File: src/rtl/ident_chk_pkg.sv
package ident_chk_pkg;
  localparam int unsigned LFSR_W = 8;
  localparam logic [LFSR_W-1:0] LFSR_SEED = 8'h6A;
  localparam int unsigned ID_BITS = 64;

  // One step of the identity checksum register
  function automatic logic [LFSR_W-1:0] lfsr_step(input logic [LFSR_W-1:0] cur,
                                                   input logic din);
    lfsr_step = {cur[0] ^ cur[1] ^ din, cur[LFSR_W-1:1]};
  endfunction
endpackage

File: src/rtl/ident_shift_ctrl.sv
module ident_shift_ctrl #(
  parameter int unsigned N_BITS = 64
) (
  input  logic clk,
  input  logic rst,
  input  logic init,
  input  logic valid,
  output logic ready,
  output logic accept,
  output logic last_accept
);
  localparam int unsigned CNT_W = $clog2(N_BITS + 1);
  localparam logic [CNT_W-1:0] LAST = CNT_W'(N_BITS - 1);

  logic             active_q;
  logic [CNT_W-1:0] cnt_q;

  assign ready       = active_q;
  assign accept      = valid && active_q && !init;
  assign last_accept = accept && (cnt_q == LAST);

  always_ff @(posedge clk) begin
    if (rst) begin
      active_q <= 1'b0;
      cnt_q    <= '0;
    end else if (init) begin
      active_q <= 1'b1;
      cnt_q    <= '0;
    end else if (accept) begin
      cnt_q <= cnt_q + 1'b1;
      if (cnt_q == LAST) active_q <= 1'b0;
    end
  end

  AST_CNT_BOUND: assert property (@(posedge clk) disable iff (rst)
    cnt_q <= CNT_W'(N_BITS));
  AST_READY_DROPS: assert property (@(posedge clk) disable iff (rst)
    last_accept |=> !ready);
  AST_INIT_READY: assert property (@(posedge clk) disable iff (rst)
    init |=> (ready && cnt_q == '0));
  AST_STALL_HOLD: assert property (@(posedge clk) disable iff (rst)
    (!init && !valid) |=> $stable(cnt_q));
endmodule

File: src/rtl/ident_lfsr.sv
module ident_lfsr
  import ident_chk_pkg::*;
(
  input  logic              clk,
  input  logic              rst,
  input  logic              init,
  input  logic              accept,
  input  logic              din,
  output logic [LFSR_W-1:0] state,
  output logic [LFSR_W-1:0] state_nxt
);
  logic [LFSR_W-1:0] reg_q;

  assign state     = reg_q;
  assign state_nxt = lfsr_step(reg_q, din);

  always_ff @(posedge clk) begin
    if (rst || init) reg_q <= LFSR_SEED;
    else if (accept) reg_q <= state_nxt;
  end

  AST_SEED_LOAD: assert property (@(posedge clk) disable iff (rst)
    init |=> (reg_q == LFSR_SEED));
  AST_SHIFT_DOWN: assert property (@(posedge clk) disable iff (rst)
    (accept && !init) |=> (reg_q[LFSR_W-2:0] == $past(reg_q[LFSR_W-1:1])));
  AST_IDLE_STABLE: assert property (@(posedge clk) disable iff (rst)
    (!accept && !init) |=> $stable(reg_q));
endmodule

File: src/rtl/ident_cmp.sv
module ident_cmp
  import ident_chk_pkg::*;
(
  input  logic              clk,
  input  logic              rst,
  input  logic              init,
  input  logic              finish,
  input  logic [LFSR_W-1:0] calc,
  input  logic [LFSR_W-1:0] stored,
  output logic              done,
  output logic              match
);
  always_ff @(posedge clk) begin
    if (rst) begin
      done  <= 1'b0;
      match <= 1'b0;
    end else begin
      done <= finish && !init;
      if (init)        match <= 1'b0;
      else if (finish) match <= (calc == stored);
    end
  end

  AST_DONE_PULSE: assert property (@(posedge clk) disable iff (rst)
    done |=> !done);
  AST_MATCH_HOLD: assert property (@(posedge clk) disable iff (rst)
    (!init && !finish) |=> $stable(match));
  AST_INIT_CLEARS: assert property (@(posedge clk) disable iff (rst)
    init |=> (!match && !done));
endmodule

File: src/rtl/ident_sum_check.sv
module ident_sum_check
  import ident_chk_pkg::*;
(
  input  logic              clk,
  input  logic              rst,
  input  logic              init_i,
  input  logic              bit_valid_i,
  output logic              bit_ready_o,
  input  logic              bit_i,
  input  logic [LFSR_W-1:0] chk_byte_i,
  output logic              done_o,
  output logic              match_o,
  output logic [LFSR_W-1:0] lfsr_o
);
  logic              acc;
  logic              fin;
  logic [LFSR_W-1:0] nxt;

  ident_shift_ctrl #(.N_BITS(ID_BITS)) u_ctrl (
    .clk(clk), .rst(rst), .init(init_i), .valid(bit_valid_i),
    .ready(bit_ready_o), .accept(acc), .last_accept(fin)
  );

  ident_lfsr u_lfsr (
    .clk(clk), .rst(rst), .init(init_i), .accept(acc), .din(bit_i),
    .state(lfsr_o), .state_nxt(nxt)
  );

  ident_cmp u_cmp (
    .clk(clk), .rst(rst), .init(init_i), .finish(fin), .calc(nxt),
    .stored(chk_byte_i), .done(done_o), .match(match_o)
  );

  AST_NO_TAKE_WHEN_BUSY_DONE: assert property (@(posedge clk) disable iff (rst)
    done_o |-> !bit_ready_o);
endmodule

File: config.mk
export PLATFORM = sky130hd
export DESIGN_NAME = ident_sum_check
export DESIGN_NICKNAME = d
export VERILOG_FILES = /design/src/rtl/ident_chk_pkg.sv /design/src/rtl/ident_shift_ctrl.sv /design/src/rtl/ident_lfsr.sv /design/src/rtl/ident_cmp.sv /design/src/rtl/ident_sum_check.sv
export SDC_FILE = /design/constraint.sdc
export NUM_CORES = 1
export LEC_CHECK = 0
export ABC_AREA = 0
export BUFFER_PORTS_ARGS = -buffer_cell sky130_fd_sc_hd__buf_2
export CAP_MARGIN = 0
export CORE_MARGIN = 2
export CORE_UTILIZATION = 25
export DETAILED_ROUTE_END_ITERATION = 16
export PLACE_DENSITY = 0.43
export SETUP_SLACK_MARGIN = 0.05
export SLEW_MARGIN = 10
export SYNTH_ARGS = -nofsm -noshare
export SYNTH_HDL_FRONTEND = slang
export SYNTH_SLANG_ARGS = --single-unit
File: constraint.sdc
create_clock -name clk -period 1.89 [get_ports clk]
set_clock_uncertainty 0.2 [all_clocks]
set_input_delay 0.0945 -clock clk [delete_from_list [all_inputs] [get_ports clk]]
set_output_delay 0.0945 -clock clk [all_outputs]
set_load 0.01 [all_outputs]
==> PnR_summary.wiki, run 1 <==
{| class="wikitable"
! Metric !! Value
|-
| Clock-pin slew on the worst setup and hold paths || 0.09 ns
|-
| Non-filler cells, final || between 150 and 200
|-
| Die height || ~63 microns
|-
| F_max || 0.655 GHz
|-
| Unrepaired setup endpoints after global routing || no
|-
| Clock tree from TritonCTS || built
|-
| Number of design-rule violations left by the first detailed-router iteration || 16
|-
| Start point of the worst min-delay path || chk_byte_i[0]
|-
| Final critical-path share of the clock period || 80.7%
|-
| Proportion of total power due to net switching || 24.1%
|-
| Final hold viol count || 0
|-
| DRC viols || 0
|-
| Combinational group share of total power || 12.4%
|-
| Worst hold path depth || 5
|-
| Die span in x || 63.0 microns
|-
| Overall overflow remaining after global route || 0
|-
| Effective utilization at floorplan || 26.1%
|-
| Clock sinks || 18
|-
| Number of flip-flops and latches in the synthesized netlist || 18
|-
| Fin. max-slew vios || 0
|-
| Data required time at the worst endpoint || 1.91 ns
|-
| Post-Route Setup TNS || 0 ns
|-
| Element type at the critical path start || input port
|-
| Post-synthesis to final-layout area growth || 20.8%
|-
| Detailed-placement wirelength estimate || 1380 microns
|-
| Vias per Instance || 4.21
|-
| Post-Synthesis Cell Area || 871 sq um
|-
| Number of antenna violations at the first check in global routing || 0
|-
| Largest cells by area after synthesis || sky130_fd_sc_hd__dfxtp_1 (41%), sky130_fd_sc_hd__xnor2_1 (11%), sky130_fd_sc_hd__nand2_1 (10%)
|-
| Critical path class || in2reg
|-
| Instance count after placement with tap cells included || 162
|-
| Flop2flop setup slack || 0.36 ns
|-
| Clock insertion delay at the later pin of the skew report || approximately 0.29 ns
|-
| Routability Congestion || 0.725
|-
| Antenna cell count || 0
|-
| Vias in the first global route || 704
|-
| Crit path capture type || flip-flop
|-
| Total CTS buffers || 3
|-
| Top cell type's share of synthesized area || 41.4%
|-
| Worst Hold Path EP || u_cmp.match$_SDFFE_PP0P_
|-
| Final Routed Wirelength || 1820 microns
|-
| Port Buffers || 23
|-
| Tightest Hold Check Type || in2reg
|-
| Ratio of cells with drive above 1 in the final layout || 26.0%
|-
| Clk pwr share || 28.0%
|-
| Startpoint of the worst-slack reg-to-reg timing path || u_ctrl.cnt_q[0]$_SDFFE_PP0P_
|-
| Net switching power || 0.160 mW
|-
| # resized after CTS || 0
|-
| Post-synthesis area per instance || 8.62 sq um
|-
| Synthesis Warnings || 0
|-
| Antenna-violating nets left || 0
|-
| Longest Clk Path Bufs || 2
|-
| Placeable core area || about 0.0033 sq mm
|-
| Outcome || completed
|-
| Worst Max-Slew Pin Slew || 0.392 ns
|-
| Post-synthesis cell count || 101
|-
| P per Cell Area || 630 mW/mm^2
|-
| Reg2reg path depth || 4
|-
| Worst VDD drop || between 300 and 400 uV
|-
| Share of the yosys chip area belonging to registers || 41.4%
|-
| Max cap viols || 0
|-
| Worst Path Max Fanout || 4
|-
| Sequential share of power || between 50% and 60%
|-
| Overall track demand over capacity in global routing || 10.3%
|-
| Setup violation total in the final timing report || 0
|-
| Cell variety after synth || 23
|-
| WP data arrival || ~1.6 ns
|-
| Clock root cell || sky130_fd_sc_hd__clkbuf_4
|-
| Most common cell after layout, fill and taps aside || sky130_fd_sc_hd__nand2_1
|-
| Wire length of the first global-routing pass || 3170 microns
|-
| Highest-count cells in the layout ignoring fill and taps || sky130_fd_sc_hd__nand2_1 (24), sky130_fd_sc_hd__buf_2 (23), sky130_fd_sc_hd__dfxtp_1 (18)
|-
| Die area || 0.00397 sq mm
|-
| Routed length per placed instance || approximately 11 microns
|-
| Endpoint of the worst-slack reg-to-reg timing path || u_cmp.match$_SDFFE_PP0P_
|-
| Nets || 139
|-
| Post-synthesis cell type with the largest combined area || sky130_fd_sc_hd__dfxtp_1
|-
| Num ports || 24
|-
| Maximum number of pins on one net before global-route repair || 12
|-
| H-tree Lvls || 1
|-
| Leakage || about 0.41 nW
|-
| # rows || 21
|-
| Net count after synthesis || 115
|-
| Final worst path period need || 1.53 ns
|-
| Headroom to the max-slew limit || 73.8%
|-
| Number of iterations in the first detailed-routing pass || 4
|-
| Total number of vias || a little over 700
|-
| Internal power contribution || 0.503 mW
|}
## layout make-up
| cell class | count | area, sq um |
|---|---|---|
| Sequential cell | 18 | 360 |
| Timing Repair Buffer | 28 | 163 |
| Clock buffer | 3 | 22.5 |
| Multi-Input combinational cell | 74 | 449 |
| Fill cell | 368 | 2280 |
| Tap cell | 46 | 57.6 |
## metal layers
metal | global-route usage, % | share of wire (%)
met3 | 3.96 | 5.7
met4 | 3.33 | 0.71
met1 | 13.1 | 50
met2 | 15.8 | 43
met5 | 0 | 0
## power by group through the flow
stage,logic [mW],registers (mW),clock network (mW)
2_1_floorplan,0.0513,0.404,0
3_3_place_gp,0.0779,0.404,0
3_5_place_dp,0.0771,0.404,0
4_1_cts,0.0839,0.396,0.197
5_1_grt,0.0920,0.397,0.217
6_report,0.0825,0.395,0.185
## state kept, by name, indices dropped and copies added, names as in the netlist
register      count
u_ctrl.cnt_q      7
u_cmp.done        1
u_lfsr.state      8
u_cmp.match       1
u_ctrl.ready      1
## logic make-up (layout without fill, tap and decap cells)
group	after synthesis	count (layout)	share of synthesized area, %
DFF	18	18	41.4
AOI/OAI and AO/OA	11	11	7.04
adders and majority gates	1	1	1.44
xor gates and xnor gates	14	14	14.9
buffers and inverters	9	31	7.04
and+or+nand+nor	48	48	28.2
## critical path, stage by stage
cell and delay, ns:
sky130_fd_sc_hd__dlygate4sd3_1 0.53, sky130_fd_sc_hd__buf_2 0.14, sky130_fd_sc_hd__or2_1 0.25, sky130_fd_sc_hd__nor4_2 0.39
sky130_fd_sc_hd__o2bb2ai_1 0.15
## synth_stat cells (all sizes together)
cell type  instances
o21ai              2
clkbuf             1
nand2             24
nand4              2
and2               1
xor2               2
buf                8
a21oi              7
nand3              5
o2bb2ai            1
o21a               1
nor4               1
ha                 1
or3                2
or2                1
nor2               7
nor3               4
xnor2             12
nand4b             1
dfxtp             18
## metrics by stage
step	worst slack, ns	cell area [sq um]	power, mW	hold slack [ns]	utilization [%]
after floorplan	0.529	871	0.455	-0.0262	-
after global placement	0.401	990	0.482	0.0902	29.7
after detailed placement	0.363	990	0.482	0.0952	29.7
after CTS	0.329	1050	0.677	0.0115	31.5
after global routing	0.218	1050	0.706	0.0164	31.5
final	0.364	1050	0.663	0.0196	31.5
## worst max-delay path by stage
stage	start	endpoint	slack, ns
2_1_floorplan	u_ctrl.ready$_SDFFE_PP0P_	u_ctrl.cnt_q[4]$_SDFFE_PP0P_	0.53
3_3_place_gp	u_ctrl.cnt_q[0]$_SDFFE_PP0P_	u_cmp.match$_SDFFE_PP0P_	0.40
3_5_place_dp	u_ctrl.cnt_q[0]$_SDFFE_PP0P_	u_cmp.match$_SDFFE_PP0P_	0.36
4_1_cts	u_ctrl.cnt_q[0]$_SDFFE_PP0P_	u_cmp.match$_SDFFE_PP0P_	0.33
5_1_grt	u_ctrl.cnt_q[0]$_SDFFE_PP0P_	u_ctrl.cnt_q[6]$_SDFFE_PP0P_	0.22
6_report	init_i	u_cmp.match$_SDFFE_PP0P_	0.36
## timing repair
| action | 4_1_cts | 5_1_grt |
|---|---|---|
| endpoints found under the hold margin | 7 | 0 |
| hold buffers | 4 | 0 |
| buffers inserted | 0 | 0 |
No activity file was read; power rests on OpenSTA's default activity.
==> run 2: changes to the inputs <==
PLACE_DENSITY = 0.45   (was 0.43)
clock period = 1.3 ns   (was 1.89 ns; I/O delays follow)
==> run 2 against run 1 <==
The run now ends with negative hold slack, negative setup slack left; non-clock buffer count grew 12; sequential power rose by 45%; combinational power up 75%; wire length grew 3.7%; critical path depth down 1; via count up 9.0%; utilization is 4.4 points higher; largest cell class unchanged; highest routed layer is now met3.
==> PnR_summary.wiki, run 2 (synthesis gave the netlist of run 1 again) <==
{| class="wikitable"
! Metric !! Value
|-
| Final Routed Wirelength || 1890 microns (was 1820 microns)
|-
| Routed length per placed instance || 10.4 microns (was 10.8 microns)
|-
| Die height || 63.0 microns (unchanged)
|-
| P per Cell Area || 888 mW/mm^2 (was 630 mW/mm^2)
|-
| Number of iterations in the first detailed-routing pass || 4 (unchanged)
|-
| Clock root cell || sky130_fd_sc_hd__clkbuf_4 (unchanged)
|-
| Combinational group share of total power || 13.5% (was 12.4%)
|-
| Leakage || 0.482 nW (was 0.411 nW)
|-
| Total CTS buffers || 3 (unchanged)
|-
| Crit path capture type || flip-flop (unchanged)
|-
| Buffers and inverters on the worst path || 0 (was 2)
|-
| Die area || 0.00397 sq mm (unchanged)
|-
| DRC viols || 0 (unchanged)
|-
| List of cells traversed by the critical path || ha_4 -> nand2_1 -> or3_1 -> a21oi_2 (was dlygate4sd3_1 -> buf_2 -> or2_1 -> nor4_2 -> o2bb2ai_1)
|-
| Net switching power || 0.257 mW (was 0.160 mW)
|-
| WP data arrival || 1.34 ns (was 1.55 ns)
|-
| Worst Path Max Fanout || 3 (was 4)
|-
| Final Worst Setup Slack || -0.00938 ns (was 0.364 ns)
|-
| Port Buffers || 23 (unchanged)
|-
| Sequential share of power || 53.8% (was 59.6%)
|-
| Data required time at the worst endpoint || 1.33 ns (was 1.91 ns)
|-
| Wire length of the first global-routing pass || 3170 microns (about the same)
|-
| Total number of vias || 775 (was 711)
|-
| Nets || 151 (was 139)
|-
| Instance count after placement with tap cells included || 173 (was 162)
|-
| Placeable core area || 0.00334 sq mm (unchanged)
|-
| H-tree Lvls || 1 (unchanged)
|-
| Num ports || 24 (unchanged)
|-
| Critical path class || reg2reg (was in2reg)
|-
| Post-synthesis to final-layout area growth || 37.6% (was 20.8%)
|-
| Final worst path period need || 1.31 ns
|-
| Outcome || finished, violations left (was completed)
|-
| # rows || 21 (unchanged)
|-
| Clock sinks || 18 (unchanged)
|-
| Number of design-rule violations left by the first detailed-router iteration || 15 (was 16)
|-
| Largest incremental delay on the critical path || 0.37 ns (was 0.53 ns)
|-
| Headroom to the max-slew limit || 82.9% (was 73.8%)
|-
| Setup violation total in the final timing report || 2 (was 0)
|-
| Number of antenna violations at the first check in global routing || 0 (unchanged)
|-
| Highest-count cells in the layout ignoring fill and taps || sky130_fd_sc_hd__nand2_1 (22), sky130_fd_sc_hd__buf_2 (22), sky130_fd_sc_hd__buf_4 (15) (was sky130_fd_sc_hd__nand2_1 (24), sky130_fd_sc_hd__buf_2 (23), sky130_fd_sc_hd__dfxtp_1 (18))
|-
| Vias per Instance || 4.26 (was 4.21)
|-
| Proportion of total power due to net switching || 24.1% (about the same)
|-
| Routability Congestion || 0.704 (was 0.725)
|-
| Failing checks || negative hold slack, negative setup slack
|-
| Flip-flop count of the largest register after layout || 8 (unchanged)
|-
| Antenna cell count || 0 (unchanged)
|-
| Vias in the first global route || 730 (was 704)
|-
| CP max-delay cell || sky130_fd_sc_hd__dfxtp_2 (was sky130_fd_sc_hd__dlygate4sd3_1)
|-
| Maximum number of pins on one net before global-route repair || 12 (unchanged)
|-
| Worst Max-Slew Pin Slew || 0.254 ns (was 0.392 ns)
|-
| Max cap viols || 0 (unchanged)
|-
| Ratio of cells with drive above 1 in the final layout || 44.1% (was 26.0%)
|-
| Overall track demand over capacity in global routing || 10.2% (was 10.3%)
|-
| Non-filler cells, final || 182 (was 169)
|-
| Clock-pin slew on the worst setup and hold paths || 0.10 ns (was 0.09 ns)
|-
| Overall overflow remaining after global route || 0 (unchanged)
|-
| Element type at the critical path start || flip-flop (was input port)
|-
| Worst VDD drop || 599 uV (was 302 uV)
|-
| Internal power contribution || 0.808 mW (was 0.503 mW)
|-
| Count of filler cells inserted in the layout || 362 (was 368)
|-
| Final hold viol count || 1 (was 0)
|-
| Cell family with most CP delay || simple AND/OR/NAND/NOR gates (was buffers and inverters)
|-
| Unrepaired setup endpoints after global routing || yes (was no)
|-
| Clock insertion delay at the later pin of the skew report || 0.29 ns (about the same)
|-
| Effective utilization at floorplan || 26.1% (unchanged)
|-
| Die span in x || 63.0 microns (unchanged)
|-
| Clk pwr share || 32.6% (was 28.0%)
|-
| Longest Clk Path Bufs || 2 (unchanged)
|-
| Antenna-violating nets left || 0 (unchanged)
|-
| Tightest Hold Check Type || in2reg (unchanged)
|-
| Worst hold margin || -0.00653 ns (was 0.0196 ns)
|-
| F_max || between 0.7 and 0.8 GHz
|-
| Detailed-placement wirelength estimate || 1410 microns (was 1380 microns)
|-
| Final critical-path share of the clock period || 101%
|-
| Fin. max-slew vios || 0 (unchanged)
|-
| Clock tree from TritonCTS || built (unchanged)
|-
| Pre-CTS setup slack || -0.0626 ns (was 0.363 ns)
|}
run 2: cell count changes in the layout (fill, tap and decap cells not counted), sizes merged:
cell         delta
buf            +14
dlygate4sd3     -2
clkbuf          +1
run 2: power by group through the flow:
stage | registers [mW] | logic [mW] | clock network (mW)
after floorplan | 0.587 | 0.0749 | 0
after global placement | 0.585 | 0.127 | 0
after detailed placement | 0.585 | 0.128 | 0
after CTS | 0.573 | 0.140 | 0.367
after global routing | 0.576 | 0.158 | 0.391
final | 0.573 | 0.144 | 0.347
run 2: per-stage QoR:
step | hold slack [ns] | instance area (sq um) | TNS, ns | utilization [%] | total power [mW]
floorplan | -0.0656 | 890 | 0 | - | 0.662
global placement | 0.0531 | 1090 | -0.0595 | 32.7 | 0.712
detailed placement | 0.0584 | 1090 | -0.0775 | 32.7 | 0.713
CTS | -0.0106 | 1170 | -0.0156 | 35.1 | 1.08
global route | 0.00151 | 1200 | -0.432 | 35.9 | 1.12
finish | -0.00653 | 1200 | -0.0137 | 35.9 | 1.06
run 2: metal layers:
metal | vias up | global-route usage, % | share of wire (%) | wire length [microns]
met2 | 22 | 17.7 | 47 | 883
met4 | 0 | 2.50 | 0 | 0
met3 | 0 | 3.60 | 6.1 | 115
met1 | 357 | 11.9 | 47 | 888
met5 | - | 0 | 0 | 0
li1 | 396 | - | - | -
run 2: timing repair:
action / 4_1_cts / 5_1_grt
setup buffers: 2 / 1
hold buffers: 2 / 0
pin swaps: 3 / 5
hold endpoints to repair: 7 / 0
gates resized for setup: 4 / 7
endpoints found under the setup margin: 11 / 15
run 2: worst reg2reg max path, delay by kind of cell, from the launching register on:
family                   cells  cell delay [ns]
AO/OA/AOI/OAI                1             0.13
adder cells (fa/ha/maj)      1             0.14
flip-flops                   1             0.37
AND/OR/NAND/NOR              2             0.42
run 2: worst paths after layout:
check,endpoint,start,cells after the start,slack [ns]
setup / recovery,u_ctrl.cnt_q[4]$_SDFFE_PP0P_,u_ctrl.cnt_q[0]$_SDFFE_PP0P_,4,-0.009
hold / removal,u_cmp.match$_SDFFE_PP0P_,chk_byte_i[1],5,-0.007
setup reg to reg,u_ctrl.cnt_q[4]$_SDFFE_PP0P_,u_ctrl.cnt_q[0]$_SDFFE_PP0P_,4,-0.009
hold reg to reg,u_cmp.match$_SDFFE_PP0P_,u_cmp.match$_SDFFE_PP0P_,2,0.26
run 2: final cells by class:
type                       instances  area [sq um]  area share (%)
sequential                        18           370            30.9
multi-input combinational         74           480            40.1
clock buffer                       4          36.3            3.03
tap                               46          57.6            4.80
timing repair buffer              40           254            21.2
==> run 3: changes to the inputs <==
CORE_UTILIZATION = 45   (was 25)
PLACE_DENSITY = 0.72   (was 0.45)
==> run 3 against run 2 <==
Sequential share of layout area up 0.51 points; cell count fell by 12%; utilization rose by 32 points; highest routed layer is now met4; the run still ends with negative hold slack, negative setup slack left; largest cell class unchanged; die area fell by 42%.
==> PnR_summary.wiki, run 3 (synthesis gave the netlist of run 1 again) <==
{| class="wikitable"
! Metric !! Value
|-
| Post-synthesis to final-layout area growth || 36.8% (was 37.6%)
|-
| Die height || 48.0 microns (was 63.0 microns)
|-
| Maximum number of pins on one net before global-route repair || 12 (unchanged)
|-
| Longest Clk Path Bufs || 2 (unchanged)
|-
| Overall overflow remaining after global route || 0 (unchanged)
|-
| CP dominant cell by count || sky130_fd_sc_hd__nor2_1
|-
| Setup violation total in the final timing report || 6 (was 2)
|-
| Highest-count cells in the layout ignoring fill and taps || sky130_fd_sc_hd__nand2_1 (23), sky130_fd_sc_hd__buf_2 (22), sky130_fd_sc_hd__buf_4 (14) (was sky130_fd_sc_hd__nand2_1 (22), sky130_fd_sc_hd__buf_2 (22), sky130_fd_sc_hd__buf_4 (15))
|-
| Worst VDD drop || 432 uV (was 599 uV)
|-
| Data required time at the worst endpoint || 1.29 ns (was 1.33 ns)
|-
| Antenna cell count || 0 (unchanged)
|-
| Number of antenna violations at the first check in global routing || 0 (unchanged)
|-
| H-tree Lvls || 1 (unchanged)
|-
| Nets || 151 (unchanged)
|-
| Detailed-placement wirelength estimate || 1470 microns (was 1410 microns)
|-
| Largest incremental delay on the critical path || 0.39 ns (was 0.37 ns)
|-
| Cell family with most CP delay || flip-flops (was simple AND/OR/NAND/NOR gates)
|-
| Buffers and inverters on the worst path || 1 (was 0)
|-
| Vias per Instance || 5.10 (was 4.26)
|-
| Fin. max-slew vios || 0 (unchanged)
|-
| Routed length per placed instance || 12.6 microns (was 10.4 microns)
|-
| Wire length of the first global-routing pass || 3050 microns (was 3170 microns)
|-
| Number of design-rule violations left by the first detailed-router iteration || 17 (was 15)
|-
| Unrepaired setup endpoints after global routing || yes (unchanged)
|-
| Antenna-violating nets left || 0 (unchanged)
|-
| Worst hold margin || -0.160 ns (was -0.00653 ns)
|-
| Worst Max-Slew Pin Slew || 0.398 ns (was 0.254 ns)
|-
| Routability Congestion || 0.769 (was 0.704)
|-
| DRC viols || 0 (unchanged)
|-
| Number of iterations in the first detailed-routing pass || 4 (unchanged)
|-
| Non-filler cells, final || 161 (was 182)
|-
| Tightest Hold Check Type || in2reg (unchanged)
|-
| Final hold viol count || 7 (was 1)
|-
| F_max || 0.717 GHz (was 0.764 GHz)
|-
| Critical path class || reg2reg (unchanged)
|-
| Outcome || finished, violations left (unchanged)
|-
| Crit path capture type || flip-flop (unchanged)
|-
| Final critical-path share of the clock period || 107% (was 101%)
|-
| Placeable core area || 0.00176 sq mm (was 0.00334 sq mm)
|-
| Clock sinks || 18 (unchanged)
|-
| Clock insertion delay at the later pin of the skew report || 0.29 ns (about the same)
|-
| Total number of vias || 821 (was 775)
|-
| Max cap viols || 0 (unchanged)
|-
| Total chip power || 1.02 mW (was 1.06 mW)
|-
| Flip-flop count of the largest register after layout || 8 (unchanged)
|-
| Most common cell after layout, fill and taps aside || sky130_fd_sc_hd__nand2_1
|-
| Leakage || 0.492 nW (was 0.482 nW)
|-
| Instance count after placement with tap cells included || 151 (was 173)
|-
| Ratio of cells with drive above 1 in the final layout || 41.2% (was 44.1%)
|-
| List of cells traversed by the critical path || ha_4 -> nand4_1 -> buf_6 -> o21a_1 -> nor2_1 -> nor2_1 (was ha_4 -> nand2_1 -> or3_1 -> a21oi_2)
|-
| Clock-pin slew on the worst setup and hold paths || 0.11 ns (was 0.10 ns)
|-
| Final worst path period need || 1.40 ns (was 1.31 ns)
|-
| Failing checks || negative hold slack, negative setup slack (unchanged)
|-
| Clock tree from TritonCTS || built (unchanged)
|-
| Overall track demand over capacity in global routing || 19.8% (was 10.2%)
|-
| Element type at the critical path start || flip-flop (unchanged)
|-
| Clock root cell || sky130_fd_sc_hd__clkbuf_4 (unchanged)
|-
| CP max-delay cell || sky130_fd_sc_hd__dfxtp_4 (was sky130_fd_sc_hd__dfxtp_2)
|-
| Die span in x || 48.0 microns (was 63.0 microns)
|-
| Headroom to the max-slew limit || 73.4% (was 82.9%)
|-
| Worst Path Max Fanout || 3 (unchanged)
|-
| Final Routed Wirelength || 2020 microns (was 1890 microns)
|-
| Total CTS buffers || 3 (unchanged)
|-
| P per Cell Area || 855 mW/mm^2 (was 888 mW/mm^2)
|-
| # rows || 15 (was 21)
|-
| Final Worst Setup Slack || -0.0954 ns (was -0.00938 ns)
|-
| Vias in the first global route || 755 (was 730)
|-
| WP data arrival || 1.38 ns (was 1.34 ns)
|-
| Effective utilization at floorplan || 49.4% (was 26.1%)
|-
| Port Buffers || 23 (unchanged)
|-
| Num ports || 24 (unchanged)
|-
| Die area || 0.00230 sq mm (was 0.00397 sq mm)
|}
==> run 3: cell count changes in the layout (fill, tap and decap cells not counted), sizes merged <==
cell,previous run,this run
buf,38,39
dlygate4sd3,2,1
==> run 3: final timing paths <==
check | startpoint | to | slack (ns) | cells after the start
hold reg to reg | u_cmp.match$_SDFFE_PP0P_ | u_cmp.match$_SDFFE_PP0P_ | 0.27 | 2
hold / removal | init_i | u_ctrl.ready$_SDFFE_PP0P_ | -0.16 | 3
setup / recovery | u_ctrl.cnt_q[0]$_SDFFE_PP0P_ | u_ctrl.cnt_q[6]$_SDFFE_PP0P_ | -0.1 | 6
setup reg to reg | u_ctrl.cnt_q[0]$_SDFFE_PP0P_ | u_ctrl.cnt_q[6]$_SDFFE_PP0P_ | -0.1 | 6
==> run 3: cell type report <==
class                      instances  area [sq um]
sequential                        18           374
fill                             158           573
clock buffer                       4          26.3
tap                               25          31.3
multi-input combinational         74           500
timing repair buffer              40           259
==> run 3: worst reg2reg max path, stage by stage, from the launching register on <==
cell and delay (ns):
sky130_fd_sc_hd__dfxtp_4 0.39, sky130_fd_sc_hd__ha_4 0.14, sky130_fd_sc_hd__nand4_1 0.10, sky130_fd_sc_hd__buf_6 0.15
sky130_fd_sc_hd__o21a_1 0.18, sky130_fd_sc_hd__nor2_1 0.09, sky130_fd_sc_hd__nor2_1 0.04
==> run 3: routing by layer <==
layer	wire (microns)	vias to the layer above	global-route usage, %
met5	0	-	0
met4	74	0	13.5
met3	95	8	4.53
met2	1010	34	33.9
met1	842	375	21.5
li1	-	404	-
==> run 3: timing repair <==
item	4_1_cts	5_1_grt
gates resized for setup	5	8
gates cloned	0	0
setup buffers	3	2
endpoints found under the setup margin	8	12
pin swaps	4	8
endpoints found under the hold margin	7	7
==> run 3: stage by stage <==
| step | area, sq um | util (%) | setup TNS [ns] | worst slack, ns | hold WS, ns |
|---|---|---|---|---|---|
| global route | 1190 | 67.5 | -0.981 | -0.175 | -0.152 |
| CTS | 1130 | 64.0 | -0.0933 | -0.0425 | -0.269 |
| floorplan | 890 | - | 0 | 0.0498 | -0.0656 |
| detailed placement | 1060 | 59.9 | -0.0663 | -0.0294 | 0.0526 |
| global placement | 1060 | 59.9 | -0.0809 | -0.0360 | 0.0471 |
| finish | 1190 | 67.5 | -0.292 | -0.0954 | -0.160 |
==> run 3: where the power goes <==
part           switching, mW  total (mW)  leakage (nW)  internal [mW]
clock network          0.176       0.295        0.0150          0.119
registers             0.0110       0.569         0.148          0.558
logic                 0.0726       0.154         0.329         0.0814
